File: src/rtl/serq_pkg.sv
// Shared definitions for the serial port word queue.
// Assumes a 32-bit data register and sizes from 4 to 32 bits.
package serq_pkg;

    localparam int WORD_W = 32;
    localparam int SIZE_W = 6;

    typedef enum logic [1:0] {
        FMT_STD_A = 2'b00,
        FMT_STD_B = 2'b01,
        FMT_CMD   = 2'b10,
        FMT_RSVD  = 2'b11
    } frame_fmt_e;

    // Word size in bits from a size-minus-one field, clamped to at least 4.
    function automatic logic [SIZE_W-1:0] size_from_field(input logic [4:0] field);
        if (field < 5'd3) begin
            return SIZE_W'(4);
        end
        return SIZE_W'(field) + SIZE_W'(1);
    endfunction

endpackage

File: src/rtl/serq_align.sv
// Word alignment between the data register and the shifter.
// Transmit: trims to the frame size and left-justifies.
// Receive: masks to the receive size, keeping the word right-justified.
// Assumes configuration inputs are static while words are in flight.
module serq_align
    import serq_pkg::*;
#(
    parameter int WORD_W_P = WORD_W
) (
    input  logic [1:0]          fmt,
    input  logic [4:0]          dsize,
    input  logic                uw_cmd16,
    input  logic [WORD_W_P-1:0] tx_in,
    input  logic [WORD_W_P-1:0] rx_in,
    output logic [WORD_W_P-1:0] tx_out,
    output logic [WORD_W_P-1:0] rx_out
);

    logic [SIZE_W-1:0]   tx_n;
    logic [SIZE_W-1:0]   rx_n;
    logic [WORD_W_P-1:0] tx_mask;
    logic [WORD_W_P-1:0] rx_mask;
    logic [SIZE_W-1:0]   tx_shift;

    // Pick the transmit size from the format and the receive size from dsize.
    always_comb begin
        rx_n = size_from_field(dsize);
        if (frame_fmt_e'(fmt) == FMT_CMD) begin
            tx_n = uw_cmd16 ? SIZE_W'(16) : SIZE_W'(8);
        end else begin
            tx_n = rx_n;
        end
        tx_shift = SIZE_W'(WORD_W_P) - tx_n;
    end

    // Build the keep masks bit by bit.
    for (genvar i = 0; i < WORD_W_P; i++) begin : g_mask
        assign tx_mask[i] = (SIZE_W'(i) < tx_n);
        assign rx_mask[i] = (SIZE_W'(i) < rx_n);
    end

    // Apply masks and move transmit data to the top of the lane.
    always_comb begin
        tx_out = (tx_in & tx_mask) << tx_shift;
        rx_out = rx_in & rx_mask;
    end

endmodule

File: src/rtl/serq_fifo.sv
// Synchronous word queue with fill level.
// Push when full and pop when empty are ignored; flush empties it.
// Assumes DEPTH is a power of two.
module serq_fifo #(
    parameter int DEPTH = 16,
    parameter int WIDTH = 32,
    localparam int PTR_W = $clog2(DEPTH),
    localparam int LVL_W = $clog2(DEPTH + 1)
) (
    input  logic             clk,
    input  logic             rst_n,
    input  logic             flush,
    input  logic             push,
    input  logic [WIDTH-1:0] din,
    input  logic             pop,
    output logic [WIDTH-1:0] dout,
    output logic [LVL_W-1:0] level,
    output logic             push_ok,
    output logic             pop_ok
);

    logic [WIDTH-1:0] mem [DEPTH];
    logic [PTR_W-1:0] wr_ptr;
    logic [PTR_W-1:0] rd_ptr;

    // Accept requests only where capacity or data exists, never during flush.
    always_comb begin
        push_ok = push && !flush && (level != LVL_W'(DEPTH));
        pop_ok  = pop && !flush && (level != '0);
        dout    = mem[rd_ptr];
    end

    // Store accepted words.
    always_ff @(posedge clk) begin
        if (push_ok) begin
            mem[wr_ptr] <= din;
        end
    end

    // Track pointers and level; simultaneous push and pop cancel in the level.
    always_ff @(posedge clk) begin
        if (!rst_n || flush) begin
            wr_ptr <= '0;
            rd_ptr <= '0;
            level  <= '0;
        end else begin
            if (push_ok) begin
                wr_ptr <= wr_ptr + PTR_W'(1);
            end
            if (pop_ok) begin
                rd_ptr <= rd_ptr + PTR_W'(1);
            end
            if (push_ok && !pop_ok) begin
                level <= level + LVL_W'(1);
            end else if (pop_ok && !push_ok) begin
                level <= level - LVL_W'(1);
            end
        end
    end

endmodule

File: src/rtl/serq_idle_timer.sv
// Receive idle timer: counts edges with pending data and no activity.
// Assumes activity already reflects accepted pushes and pops only.
module serq_idle_timer #(
    parameter int CNT_W = 16
) (
    input  logic             clk,
    input  logic             rst_n,
    input  logic             flush,
    input  logic             enable,
    input  logic             nonempty,
    input  logic             activity,
    input  logic [CNT_W-1:0] limit,
    output logic             expired
);

    logic [CNT_W-1:0] cnt;
    logic             run;

    // Counting is allowed only with data waiting and a non-zero limit.
    always_comb begin
        run     = enable && nonempty && (limit != '0);
        expired = run && (cnt >= limit);
    end

    // Restart on activity or idle conditions, saturate at the limit.
    always_ff @(posedge clk) begin
        if (!rst_n || flush || activity || !run) begin
            cnt <= '0;
        end else if (cnt < limit) begin
            cnt <= cnt + CNT_W'(1);
        end
    end

endmodule

File: src/rtl/serq_datapath.sv
// Serial port word queue top: transmit and receive queues, alignment,
// trigger comparisons and receive idle timeout.
// Assumes configuration is static while data is queued; the falling
// edge of port_en flushes both queues.
module serq_datapath
    import serq_pkg::*;
#(
    parameter int DEPTH = 16,
    parameter int TMO_W = 16,
    localparam int LVL_W = $clog2(DEPTH + 1)
) (
    input  logic              clk,
    input  logic              rst_n,
    input  logic              port_en,
    input  logic [1:0]        fmt,
    input  logic [4:0]        dsize,
    input  logic              uw_cmd16,
    input  logic [LVL_W-1:0]  tx_thresh,
    input  logic [LVL_W-1:0]  rx_thresh,
    input  logic [TMO_W-1:0]  tmo_limit,
    input  logic              wr_en,
    input  logic [WORD_W-1:0] wr_data,
    input  logic              rd_en,
    output logic [WORD_W-1:0] rd_data,
    input  logic              tx_pop,
    output logic [WORD_W-1:0] tx_word,
    input  logic              rx_push,
    input  logic [WORD_W-1:0] rx_shift,
    output logic [LVL_W-1:0]  tx_level,
    output logic [LVL_W-1:0]  rx_level,
    output logic              tx_not_full,
    output logic              rx_not_empty,
    output logic              tx_low,
    output logic              rx_high,
    output logic              rx_timeout
);

    logic              en_q;
    logic              flush;
    logic [WORD_W-1:0] tx_aligned;
    logic [WORD_W-1:0] rx_masked;
    logic              tx_push_ok;
    logic              tx_pop_ok;
    logic              rx_push_ok;
    logic              rx_pop_ok;

    // Remember the enable to detect its falling edge.
    always_ff @(posedge clk) begin
        if (!rst_n) begin
            en_q <= 1'b0;
        end else begin
            en_q <= port_en;
        end
    end

    // Flush for one cycle when the enable drops.
    always_comb flush = en_q && !port_en;

    serq_align #(.WORD_W_P(WORD_W)) u_align (
        .fmt      (fmt),
        .dsize    (dsize),
        .uw_cmd16 (uw_cmd16),
        .tx_in    (wr_data),
        .rx_in    (rx_shift),
        .tx_out   (tx_aligned),
        .rx_out   (rx_masked)
    );

    serq_fifo #(.DEPTH(DEPTH), .WIDTH(WORD_W)) u_txq (
        .clk     (clk),
        .rst_n   (rst_n),
        .flush   (flush),
        .push    (wr_en),
        .din     (tx_aligned),
        .pop     (tx_pop),
        .dout    (tx_word),
        .level   (tx_level),
        .push_ok (tx_push_ok),
        .pop_ok  (tx_pop_ok)
    );

    serq_fifo #(.DEPTH(DEPTH), .WIDTH(WORD_W)) u_rxq (
        .clk     (clk),
        .rst_n   (rst_n),
        .flush   (flush),
        .push    (rx_push),
        .din     (rx_masked),
        .pop     (rd_en && port_en),
        .dout    (rd_data),
        .level   (rx_level),
        .push_ok (rx_push_ok),
        .pop_ok  (rx_pop_ok)
    );

    serq_idle_timer #(.CNT_W(TMO_W)) u_idle (
        .clk      (clk),
        .rst_n    (rst_n),
        .flush    (flush),
        .enable   (port_en),
        .nonempty (rx_level != '0),
        .activity (rx_push_ok || rx_pop_ok),
        .limit    (tmo_limit),
        .expired  (rx_timeout)
    );

    // Status flags and trigger comparisons from the levels.
    always_comb begin
        tx_not_full  = (tx_level != LVL_W'(DEPTH));
        rx_not_empty = (rx_level != '0);
        tx_low       = (tx_level <= tx_thresh);
        rx_high      = (rx_level > rx_thresh);
    end

endmodule

File: config.mk
export PLATFORM = sky130hd
export DESIGN_NAME = serq_datapath
export DESIGN_NICKNAME = d
export VERILOG_FILES = /design/src/rtl/serq_pkg.sv /design/src/rtl/serq_align.sv /design/src/rtl/serq_fifo.sv /design/src/rtl/serq_idle_timer.sv /design/src/rtl/serq_datapath.sv
export SDC_FILE = /design/constraint.sdc
export NUM_CORES = 1
export LEC_CHECK = 0
export BUFFER_PORTS_ARGS = -buffer_cell sky130_fd_sc_hd__buf_2
export CELL_PAD_IN_SITES_DETAIL_PLACEMENT = 0
export CELL_PAD_IN_SITES_GLOBAL_PLACEMENT = 2
export CORE_ASPECT_RATIO = 1.4
export CORE_MARGIN = 1
export CORE_UTILIZATION = 43
export DETAILED_ROUTE_END_ITERATION = 7
export PLACE_DENSITY = 0.78
export SYNTH_ARGS = -nofsm -noshare
export SYNTH_HDL_FRONTEND = slang
export SYNTH_HIERARCHICAL = 1
export SYNTH_SLANG_ARGS = --single-unit
export TNS_END_PERCENT = 30
File: constraint.sdc
create_clock -name clk -period 3.8 [get_ports clk]
set_input_delay 0.19 -clock clk [delete_from_list [all_inputs] [get_ports clk]]
set_output_delay 0.19 -clock clk [all_outputs]
set_load 0.02 [all_outputs]
==> summary.md, run 1 <==
| Metric | Value |
|---|---|
| Outcome | complete, no violations |
| HP Class | in -> reg |
| Final layout net count | 3026 |
| Synth Warn # | 6 |
| I/O pins | 184 |
| Via count | 25.9k |
| M1 WL | 46.9 mm |
| Pre-CTS WS | -0.128 ns |
| Final Max Tran Viols | 0 |
| Share of layout cells above drive strength 1 | 28.9% |
| Initial drt markers | 2232 |
| Routed WL per cell | 28.1 um |
| Antenna violations before repair | 30 |
| Die Span X | 276 um |
| Core area | 104000 um2 |
| Post-route insts no fill | 4309 |
| Setup Viol. Count Final | 0 |
| Avg Cell Area, Syn | 17.7 um2 |
| Met3 WL | 8.61 mm |
| Layout area overhead | 15.0% |
| Post-placement cell area | 48700 um2 |
| PortBufs | 183 |
| Total track usage | 22.8% |
| Clk buf depth | 3 |
| Grt total ovfl | 0 |
| CP max stage delay | 0.50 ns |
| Filler Cells Inserted | 8455 |
| Via density | 6.00 |
| Max Used Layer | met5 |
| Crit-path most repeated cell | o2bb2ai_1 |
| Final wirelength | 121 mm |
| Leakage | 0.0173 uW |
| Cts bufs inserted | 99 |
| Worst setup SP type | input pin |
| Final WS setup | 0.548 ns |
| Synth Cell Area | 45300 um2 |
| Final-report hold violation count | 0 |
| Starting density of the core | 43.4% |
| Worst-margin pin slew | 1.15 ns |
| Largest net degree at the start of global routing | 71 |
| Critical path class | in -> reg |
| TNS Setup | 0 ns |
| CP Max Fanout | 16 |
| Root buf cell | clkbuf_16 |
| Clk Latency, worst-skew pair | 0.71 ns |
| Total die area | 107000 um2 |
| H-tree levels | 3 |
| Power per cell area | 581 nW/um2 |
| Post-route ant nets | 0 |
| Final Cycle Share | 85.6% |
| Worst EP required | 4.10 ns |
| HPWL after detailed placement | 76.2 mm |
| Max_cap viols | 0 |
| Post-CTS Resized | 0 |
| Drt drc | 0 |
| Met2 routed WL | 62.5 mm |
| RSZ-0062 raised after global routing | no |
| CP max stage cell | o21bai_1 |
| Cells after DPL | 4113 |
| Final GP Congestion | 0.877 |
| CTS tree | yes |
| First-pass GRT wire length | 177 mm |
| Vias in the first global route | 26.6k |
| Critical path arrival | 3.55 ns |
| CTS clock-pin slew for the worst setup and hold paths | 0.07 ns |
| Rel. slew slack | 22.9% |
| FMAX | 307 MHz |
| Drt pass-1 iters | 5 |
| Placement Rows | 140 |
| Final Cell Area | 52000 um2 |
| Peak supply drop | 433 uV |
| Fin crit period | 3.25 ns |
| Synthesized net count | 2714 |
| CTS Sinks | 1075 |
| Chip height | 386 um |
| Worst Skew | 0.0304 ns |
| Hold slack | 0.0397 ns |
| Worst setup EP type | register |
| Critical path cell sequence | buf_2, nor3_1, nor3_4, buf_4, ha_1, nor2_1, o211ai_1, a32oi_1, o2bb2ai_1, o21bai_1, a211oi_1, o2bb2ai_1 |
| Syn Inst Count | 2559 |
==> what timing repair did <==
action                    CTS  global route
hold buffers                6             0
hold endpoints to repair   27             0
buffers inserted            0             0
==> per-stage QoR <==
step	total power (uW)	util, %
3_5_place_dp	20600	46.7
2_1_floorplan	18600	-
6_report	30300	49.9
3_3_place_gp	20500	46.7
5_1_grt	31400	49.9
4_1_cts	30500	49.9
==> per-layer routing <==
layer / vias up / GRT usage [%]
li1: 11200 / -
met1: 13600 / 28.1
met2: 905 / 40.6
met3: 188 / 4.33
met4: 28 / 7.13
met5: - / 0
==> final timing paths <==
| kind | start | to | slack (ns) | cells after the start |
|---|---|---|---|---|
| max | dsize[4] | u_txq/mem[13][22] | 0.55 | 12 |
| min | rx_shift[20] | u_rxq/mem[7][20] | 0.04 | 3 |
| max reg2reg | u_rxq/level[3] | u_idle/cnt[14] | 0.82 | 11 |
| min reg2reg | u_idle/cnt[13] | u_idle/cnt[13] | 0.50 | 2 |
==> placed cells by master (no fill, tap or decap), types with 48 or more instances in the layout <==
cell / instances
edfxtp_1: 1024
mux4_2: 257
buf_2: 183
buf_4: 162
nand2_1: 146
a22oi_1: 134
clkbuf_16: 99
nor2_1: 85
a21oi_1: 56
inv_1: 51
ha_1: 48
==> power breakdown <==
group	internal (uW)	leakage, uW	switching [uW]
sequential	13700	0.00981	354
combinational	2630	0.00590	3580
clock	5580	0.00158	4390
total	21900	0.0173	8320
==> state kept, by name, summed over array words and instances (netlist names), named ones only <==
register      count
u_rxq/level       5
u_txq/mem       512
u_idle/cnt       16
u_txq/wr_ptr      4
u_txq/rd_ptr      4
u_rxq/wr_ptr      4
en_q              1
u_txq/level       5
u_rxq/mem       512
u_rxq/rd_ptr      4
==> critical path, delay by kind of cell <==
kind                     cells  cell delay (ns)
buffers and inverters        2             0.32
AO/OA/AOI/OAI                6             1.88
AND/OR/NAND/NOR              3             0.80
adder cells (fa/ha/maj)      1             0.35
==> cell type report <==
type | instances | area (um2) | area share (%)
flip-flops and latches | 1075 | 31800 | 61.1
multi-input cells | 1281 | 12700 | 24.4
clock buffers | 113 | 2530 | 4.86
repair buffers | 362 | 2410 | 4.63
well taps | 1349 | 1690 | 3.24
clock inverters | 69 | 724 | 1.39
inverters | 52 | 195 | 0.375
diodes | 8 | 20.0 | 0.0385
Note: power is estimated with default switching activity, not from simulation.
==> run 2: changes to the inputs <==
Settings changed: HOLD_SLACK_MARGIN set to 0.1.
==> run 2 against run 1 <==
Global-route usage hardly changed. Clock skew increased by 0.00089 ns. Total power is essentially flat. Design area grew 0.55%. Largest power group unchanged. First-iteration DRC count decreased by 2.3%. Combinational power barely moved. Critical path depth unchanged. Sequential share of layout area down 0.33 points. Utilization is 0.27 points higher. Final cell count increased by 0.70%.
==> summary.md, run 2 (same netlist as run 1, synthesis figures left out) <==
| Metric | Value |
|---|---|
| Outcome | complete, no violations (unchanged) |
| Top flop regs | u_rxq/mem: 512 flops, u_txq/mem: 512 flops, u_idle/cnt: 16 flops (unchanged) |
| CTS clock-pin slew for the worst setup and hold paths | 0.06 ns (was 0.07 ns) |
| Worst setup SP type | input pin (unchanged) |
| Final Cycle Share | 84.9% (was 85.6%) |
| Clk buf depth | 3 (unchanged) |
| Antenna violations before repair | 29 (was 30) |
| Worst EP required | 4.10 ns (about the same) |
| Share of layout cells above drive strength 1 | 28.7% (was 28.9%) |
| CTS Sinks | 1075 (unchanged) |
| PortBufs | 183 (unchanged) |
| Most frequent cells in the layout | 1024 x edfxtp_1, 257 x mux4_2, 183 x buf_2 (unchanged) |
| FMAX | 310 MHz (was 307 MHz) |
| HPWL after detailed placement | 76.2 mm (unchanged) |
| Clk Latency, worst-skew pair | 0.71 ns (about the same) |
| HP Class | in -> reg (unchanged) |
| Final Max Tran Viols | 0 (unchanged) |
| Final GP Congestion | 0.877 (unchanged) |
| Worst setup EP type | register (unchanged) |
| Post-route ant nets | 0 (unchanged) |
| RSZ-0062 raised after global routing | no (unchanged) |
| Final WS setup | 0.576 ns (was 0.548 ns) |
| Via count | 25.9k (about the same) |
| Setup Viol. Count Final | 0 (unchanged) |
| First-pass GRT wire length | 177 mm (about the same) |
| Total die area | 107000 um2 (unchanged) |
| Hold slack | 0.114 ns (was 0.0397 ns) |
| Core area | 104000 um2 (unchanged) |
| Leakage | 0.0174 uW (was 0.0173 uW) |
| Rel. slew slack | 23.6% (was 22.9%) |
| Drt pass-1 iters | 6 (was 5) |
| I/O pins | 184 (unchanged) |
| Critical path arrival | 3.52 ns (was 3.55 ns) |
| Power per cell area | 579 nW/um2 (was 581 nW/um2) |
| Max_cap viols | 0 (unchanged) |
| Fin crit period | 3.22 ns (was 3.25 ns) |
| Drt drc | 0 (unchanged) |
| Pre-CTS WS | -0.128 ns (unchanged) |
| Via density | 5.98 (was 6.00) |
| H-tree levels | 3 (unchanged) |
| Starting density of the core | 43.4% (unchanged) |
| Largest net degree at the start of global routing | 71 (unchanged) |
| Routed WL per cell | 28.0 um (was 28.1 um) |
| Worst Skew | 0.0313 ns (was 0.0304 ns) |
| Placement Rows | 140 (unchanged) |
| Worst-margin pin slew | 1.14 ns (was 1.15 ns) |
| Peak supply drop | 433 uV (about the same) |
| Final Util | 50.2% (was 49.9%) |
| Setup bufs post-CTS | 0 (unchanged) |
| Final layout net count | 3054 (was 3026) |
| Layout area overhead | 15.6% (was 15.0%) |
| Most common cell after layout, fill and taps aside | edfxtp_1 (unchanged) |
| Chip height | 386 um (unchanged) |
| CTS tree | yes (unchanged) |
| Final wirelength | 121 mm (about the same) |
| Cts bufs inserted | 99 (unchanged) |
| Vias in the first global route | 26.8k (was 26.6k) |
| CP Max Fanout | 16 (unchanged) |
| Final-report hold violation count | 0 (unchanged) |
| Grt total ovfl | 0 (unchanged) |
| Root buf cell | clkbuf_16 (unchanged) |
| Initial drt markers | 2181 (was 2232) |
| Die Span X | 276 um (unchanged) |
| Total track usage | 22.9% (was 22.8%) |
| TNS Setup | 0 ns (unchanged) |
| Critical path class | in -> reg (unchanged) |
| Reg2reg setup slack | 0.81 ns (was 0.82 ns) |
run 2: cell types whose count changed in the layout (fill, tap and decap cells not counted):
cell / change
diode_2: +2
dlygate4sd3_1: +28
run 2: metrics by stage:
stage               instance area (um2)  power (uW)  cells
finish                            52300       30300   4339
floorplan                         45300       18600   2559
global placement                  48700       20500   4113
CTS                               52300       30500   4329
detailed placement                48700       20600   4113
global route                      52300       31400   4331
run 2: routing by layer:
| layer | vias to the layer above | track usage (%) | share of wire, % |
|---|---|---|---|
| li1 | 11300 | - | - |
| met1 | 13500 | 28.2 | 38 |
| met2 | 956 | 40.6 | 52 |
| met3 | 196 | 4.23 | 7.4 |
| met4 | 26 | 7.36 | 2.6 |
| met5 | - | 0 | 0.14 |
run 2: path summary, 6_finish.rpt:
kind / from / to / depth (start not counted)
setup / recovery: dsize[4] / u_txq/mem[13][22] / 12
hold / removal: rx_shift[5] / u_rxq/mem[1][5] / 2
setup reg to reg: u_rxq/level[3] / u_idle/cnt[14] / 11
hold reg to reg: u_idle/cnt[13] / u_idle/cnt[13] / 2
run 2: power breakdown:
group / switching, uW / total, uW / internal, uW
sequential: 354 / 14100 / 13700
combinational: 3580 / 6230 / 2650
clock: 4380 / 9960 / 5580
run 2: final cells by class:
type | count | area [um2]
Clock inverter | 69 | 724
Multi-Input combinational cell | 1281 | 12700
Fill cell | 8432 | 51900
Tap cell | 1349 | 1690
Clock buffer | 113 | 2530
Sequential cell | 1075 | 31800
Antenna cell | 10 | 25.0
Timing Repair Buffer | 390 | 2690
Inverter | 52 | 195
run 2: timing repair:
item                      CTS  global route
hold endpoints to repair  467             0
gates resized for setup     0             0
hold buffers               34             0
run 2: worst max-delay path, stage by stage:
cell       delay, ns
buf_2           0.12
nor3_1          0.41
nor3_4          0.08
buf_4           0.19
ha_1            0.35
nor2_1          0.31
o211ai_1        0.21
a32oi_1         0.43
o2bb2ai_1       0.14
o21bai_1        0.49
a211oi_1        0.17
o2bb2ai_1       0.43
==> run 3: changes to the inputs <==
Settings changed: ABC_AREA set to 1, CORE_UTILIZATION 43 to 40, PLACE_DENSITY 0.78 to 0.82.
Clock period 3.8 ns to 3 ns, I/O delays scaled along.
==> run 3 against run 2 <==
Via count rose by 42%. Global-route usage is 0.23 points higher. Critical path depth decreased by 5. Total power increased by 33%. First-iteration DRC count increased by 20%. Worst hold slack gained 0.050 ns. Sequential cell count unchanged. Sequential share of layout area down 6.9 points. Utilization is 3.3 points lower. Critical path type is now reg -> out. Largest power group unchanged.
==> summary.md, run 3 <==
| Metric | Value |
|---|---|
| Filler Cells Inserted | 11.8k (was 8432) |
| I/O pins | 184 (unchanged) |
| Final wirelength | 148 mm (was 121 mm) |
| Drt pass-1 iters | 5 (was 6) |
| Outcome | complete, no violations (unchanged) |
| Vias in the first global route | 35.1k (was 26.8k) |
| Max_cap viols | 0 (unchanged) |
| Total track usage | 23.1% (was 22.9%) |
| Dominant cell type by area after synthesis | edfxtp_1 |
| Leakage | 0.0259 uW (was 0.0174 uW) |
| Grt total ovfl | 0 (unchanged) |
| Hold slack | 0.164 ns (was 0.114 ns) |
| HPWL after detailed placement | 87.7 mm (was 76.2 mm) |
| H-tree levels | 3 (unchanged) |
| Most numerous cell in the Yosys netlist | nand2_1 |
| Worst-margin pin slew | 1.11 ns (was 1.14 ns) |
| PortBufs | 183 (unchanged) |
| Synth cell count leaders | 1684 x nand2_1, 1024 x edfxtp_1, 972 x nand3_1 |
| Syn Inst Count | 5357 (was 2559) |
| Most frequent cells in the layout | 1684 x nand2_1, 1024 x edfxtp_1, 972 x nand3_1 (was 1024 x edfxtp_1, 257 x mux4_2, 183 x buf_2) |
| Yosys cell types | 50 |
| Cts bufs inserted | 106 (was 99) |
| CTS tree | yes (unchanged) |
| Root buf cell | clkbuf_16 (unchanged) |
| TNS Setup | 0 ns (unchanged) |
| Final Util | 46.9% (was 50.2%) |
| Clk Latency, worst-skew pair | 0.74 ns (was 0.71 ns) |
| Post-route ant nets | 0 (unchanged) |
| Initial drt markers | 2616 (was 2181) |
| Clk buf depth | 3 (unchanged) |
| Synth Cell Area | 50700 um2 (was 45300 um2) |
| Sequential Area | 31800 um2 (about the same) |
| Rel. slew slack | 25.9% (was 23.6%) |
| Core area | 126000 um2 (was 104000 um2) |
| Final layout net count | 5866 (was 3054) |
| CTS clock-pin slew for the worst setup and hold paths | 0.06 ns (about the same) |
| Top flop regs | u_rxq/mem: 512 flops, u_txq/mem: 512 flops, u_idle/cnt: 16 flops (unchanged) |
| Worst Skew | 0.0510 ns (was 0.0313 ns) |
| First-pass GRT wire length | 221 mm (was 177 mm) |
| Via density | 4.94 (was 5.98) |
| Post-synth top area share | 60.6% |
| Fin crit period | 2.92 ns |
| Final WS setup | 0.0763 ns (was 0.576 ns) |
| RSZ-0062 raised after global routing | yes (was no) |
| Largest net degree at the start of global routing | 159 (was 71) |
| Avg Cell Area, Syn | 9.47 um2 (was 17.7 um2) |
| Synth Warn # | 6 (unchanged) |
| Crit-path most repeated cell | nand3_1 (was o2bb2ai_1) |
| Layer with the highest usage | met2 (unchanged) |
| Synthesized net count | 5512 (was 2714) |
| Worst setup EP type | primary output (was register) |
| Setup Viol. Count Final | 0 (unchanged) |
| Synth Flop Type | edfxtp_1 |
| CP max stage cell | dfxtp_4 (was o21bai_1) |
| Most common cell after layout, fill and taps aside | nand2_1 (was edfxtp_1) |
| Routed WL per cell | 19.9 um (was 28.0 um) |
| Starting density of the core | 40.3% (was 43.4%) |
| Critical path cell sequence | inv_4, buf_12, nand3_1, nand3_1, nand3_1, nand2_1, buf_2 (was buf_2, nor3_1, nor3_4, buf_4, ha_1, nor2_1, o211ai_1, a32oi_1, o2bb2ai_1, o21bai_1, a211oi_1, o2bb2ai_1) |
| Peak supply drop | 629 uV (was 433 uV) |
| Worst EP required | 2.85 ns (was 4.10 ns) |
| CTS Sinks | 1075 (unchanged) |
| Layout area overhead | 16.3% (was 15.6%) |
| Worst setup SP type | register (was input pin) |
| Post-synth ARST share | 0% |
| Sequential area share after synthesis | 62.6% |
| Met1 Usage GRT | 29.0% (was 28.2%) |
| Drt drc | 0 (unchanged) |
| Final GP Congestion | 0.864 (was 0.877) |
| FMAX | 342 MHz |
| Antenna violations before repair | 20 (was 29) |
| Final Cycle Share | 97.5% |
| Multi-input logic area | 14100 um2 (was 12700 um2) |
| Power per cell area | 683 nW/um2 (was 579 nW/um2) |
| Chip height | 423 um (was 386 um) |
| CP max stage delay | 0.48 ns (was 0.49 ns) |
| M2 GR Usage | 40.8% (was 40.6%) |
| Placement Rows | 154 (was 140) |
| Via count | 36.8k (was 25.9k) |
| FF+latch count, synth | 1075 |
| Met3 Usage GRT | 3.18% (was 4.23%) |
| Total die area | 128000 um2 (was 107000 um2) |
| Tot Pwr | 40300 uW (was 30300 uW) |
| CP Max Fanout | 57 (was 16) |
| Final-report hold violation count | 0 (unchanged) |
| Critical path arrival | 2.77 ns (was 3.52 ns) |
| Pre-CTS WS | -0.250 ns (was -0.128 ns) |
| Synth top area cells | edfxtp_1 61%, nand2_1 12%, nand3_1 9.6%, inv_1 6.8%, dfxtp_1 2.0% |
| Critical path class | reg -> out (was in -> reg) |
| Final Max Tran Viols | 0 (unchanged) |
| Die Span X | 303 um (was 276 um) |
| Post-synth EDFFs | 1024 |
| Share of layout cells above drive strength 1 | 12.3% (was 28.7%) |
| HP Class | in -> reg (unchanged) |
run 3: final timing paths:
check	start	end	slack, ns	depth (start not counted)
setup reg to reg	en_q	u_rxq/level[4]	0.43	13
hold / removal	rx_shift[1]	u_rxq/mem[10][1]	0.16	3
hold reg to reg	u_rxq/rd_ptr[2]	register	0.52	2
setup / recovery	register	rd_data[29]	0.08	7
run 3: final cells by class:
class | instances | share of cell area (%)
inverters | 940 | 6.03
flip-flops and latches | 1075 | 53.9
clock buffers | 135 | 4.73
clock inverters | 57 | 0.884
well taps | 1638 | 3.47
multi-input cells | 3101 | 24.0
diodes | 4 | 0.0170
repair buffers | 487 | 7.02
run 3: critical path, delay by kind of cell, from the launching register on:
kind	cells	cell delay (ns)
flops	1	0.48
buf+inv	3	0.84
simple gates	4	0.70
run 3: cells by family (layout without fill, tap and decap cells):
family	after synthesis	count (layout)	share of synthesized area, %
AO/OA/AOI/OAI	108	108	1.22
XOR/XNOR	8	8	0.138
adder cells (fa/ha/maj)	50	50	1.26
buffers and inverters	1181	1619	9.99
flip-flops	1075	1075	62.6
other	0	4	0
AND/OR/NAND/NOR	2935	2935	24.8
run 3: power breakdown:
part	internal, uW	total, uW	switching [uW]	leakage [uW]
clock	7040	12800	5810	0.00160
combinational	3100	9810	6710	0.0144
sequential	17300	17600	312	0.00983
total	27500	40300	12800	0.0259
run 3: metrics by stage:
stage | instance area, um2 | instances
6_report | 59000 | 7437
5_1_grt | 59000 | 7434
4_1_cts | 59000 | 7434
3_5_place_dp | 55300 | 7203
3_3_place_gp | 55300 | 7203
2_1_floorplan | 50700 | 5357
run 3: routing by layer:
metal  routed length, um  up-vias
li1                    -    18000
met1               61000    17700
met2               76000      837
met3                7420      217
met4                3580       26
met5                 166        -
run 3: timing repair:
action	4_1_cts	5_1_grt
endpoints found under the setup margin	2	9
gates cloned	0	0
endpoints found under the hold margin	543	0
pin swaps	0	0
setup buffers	0	0
gates resized for setup	2	6
hold buffers	39	0
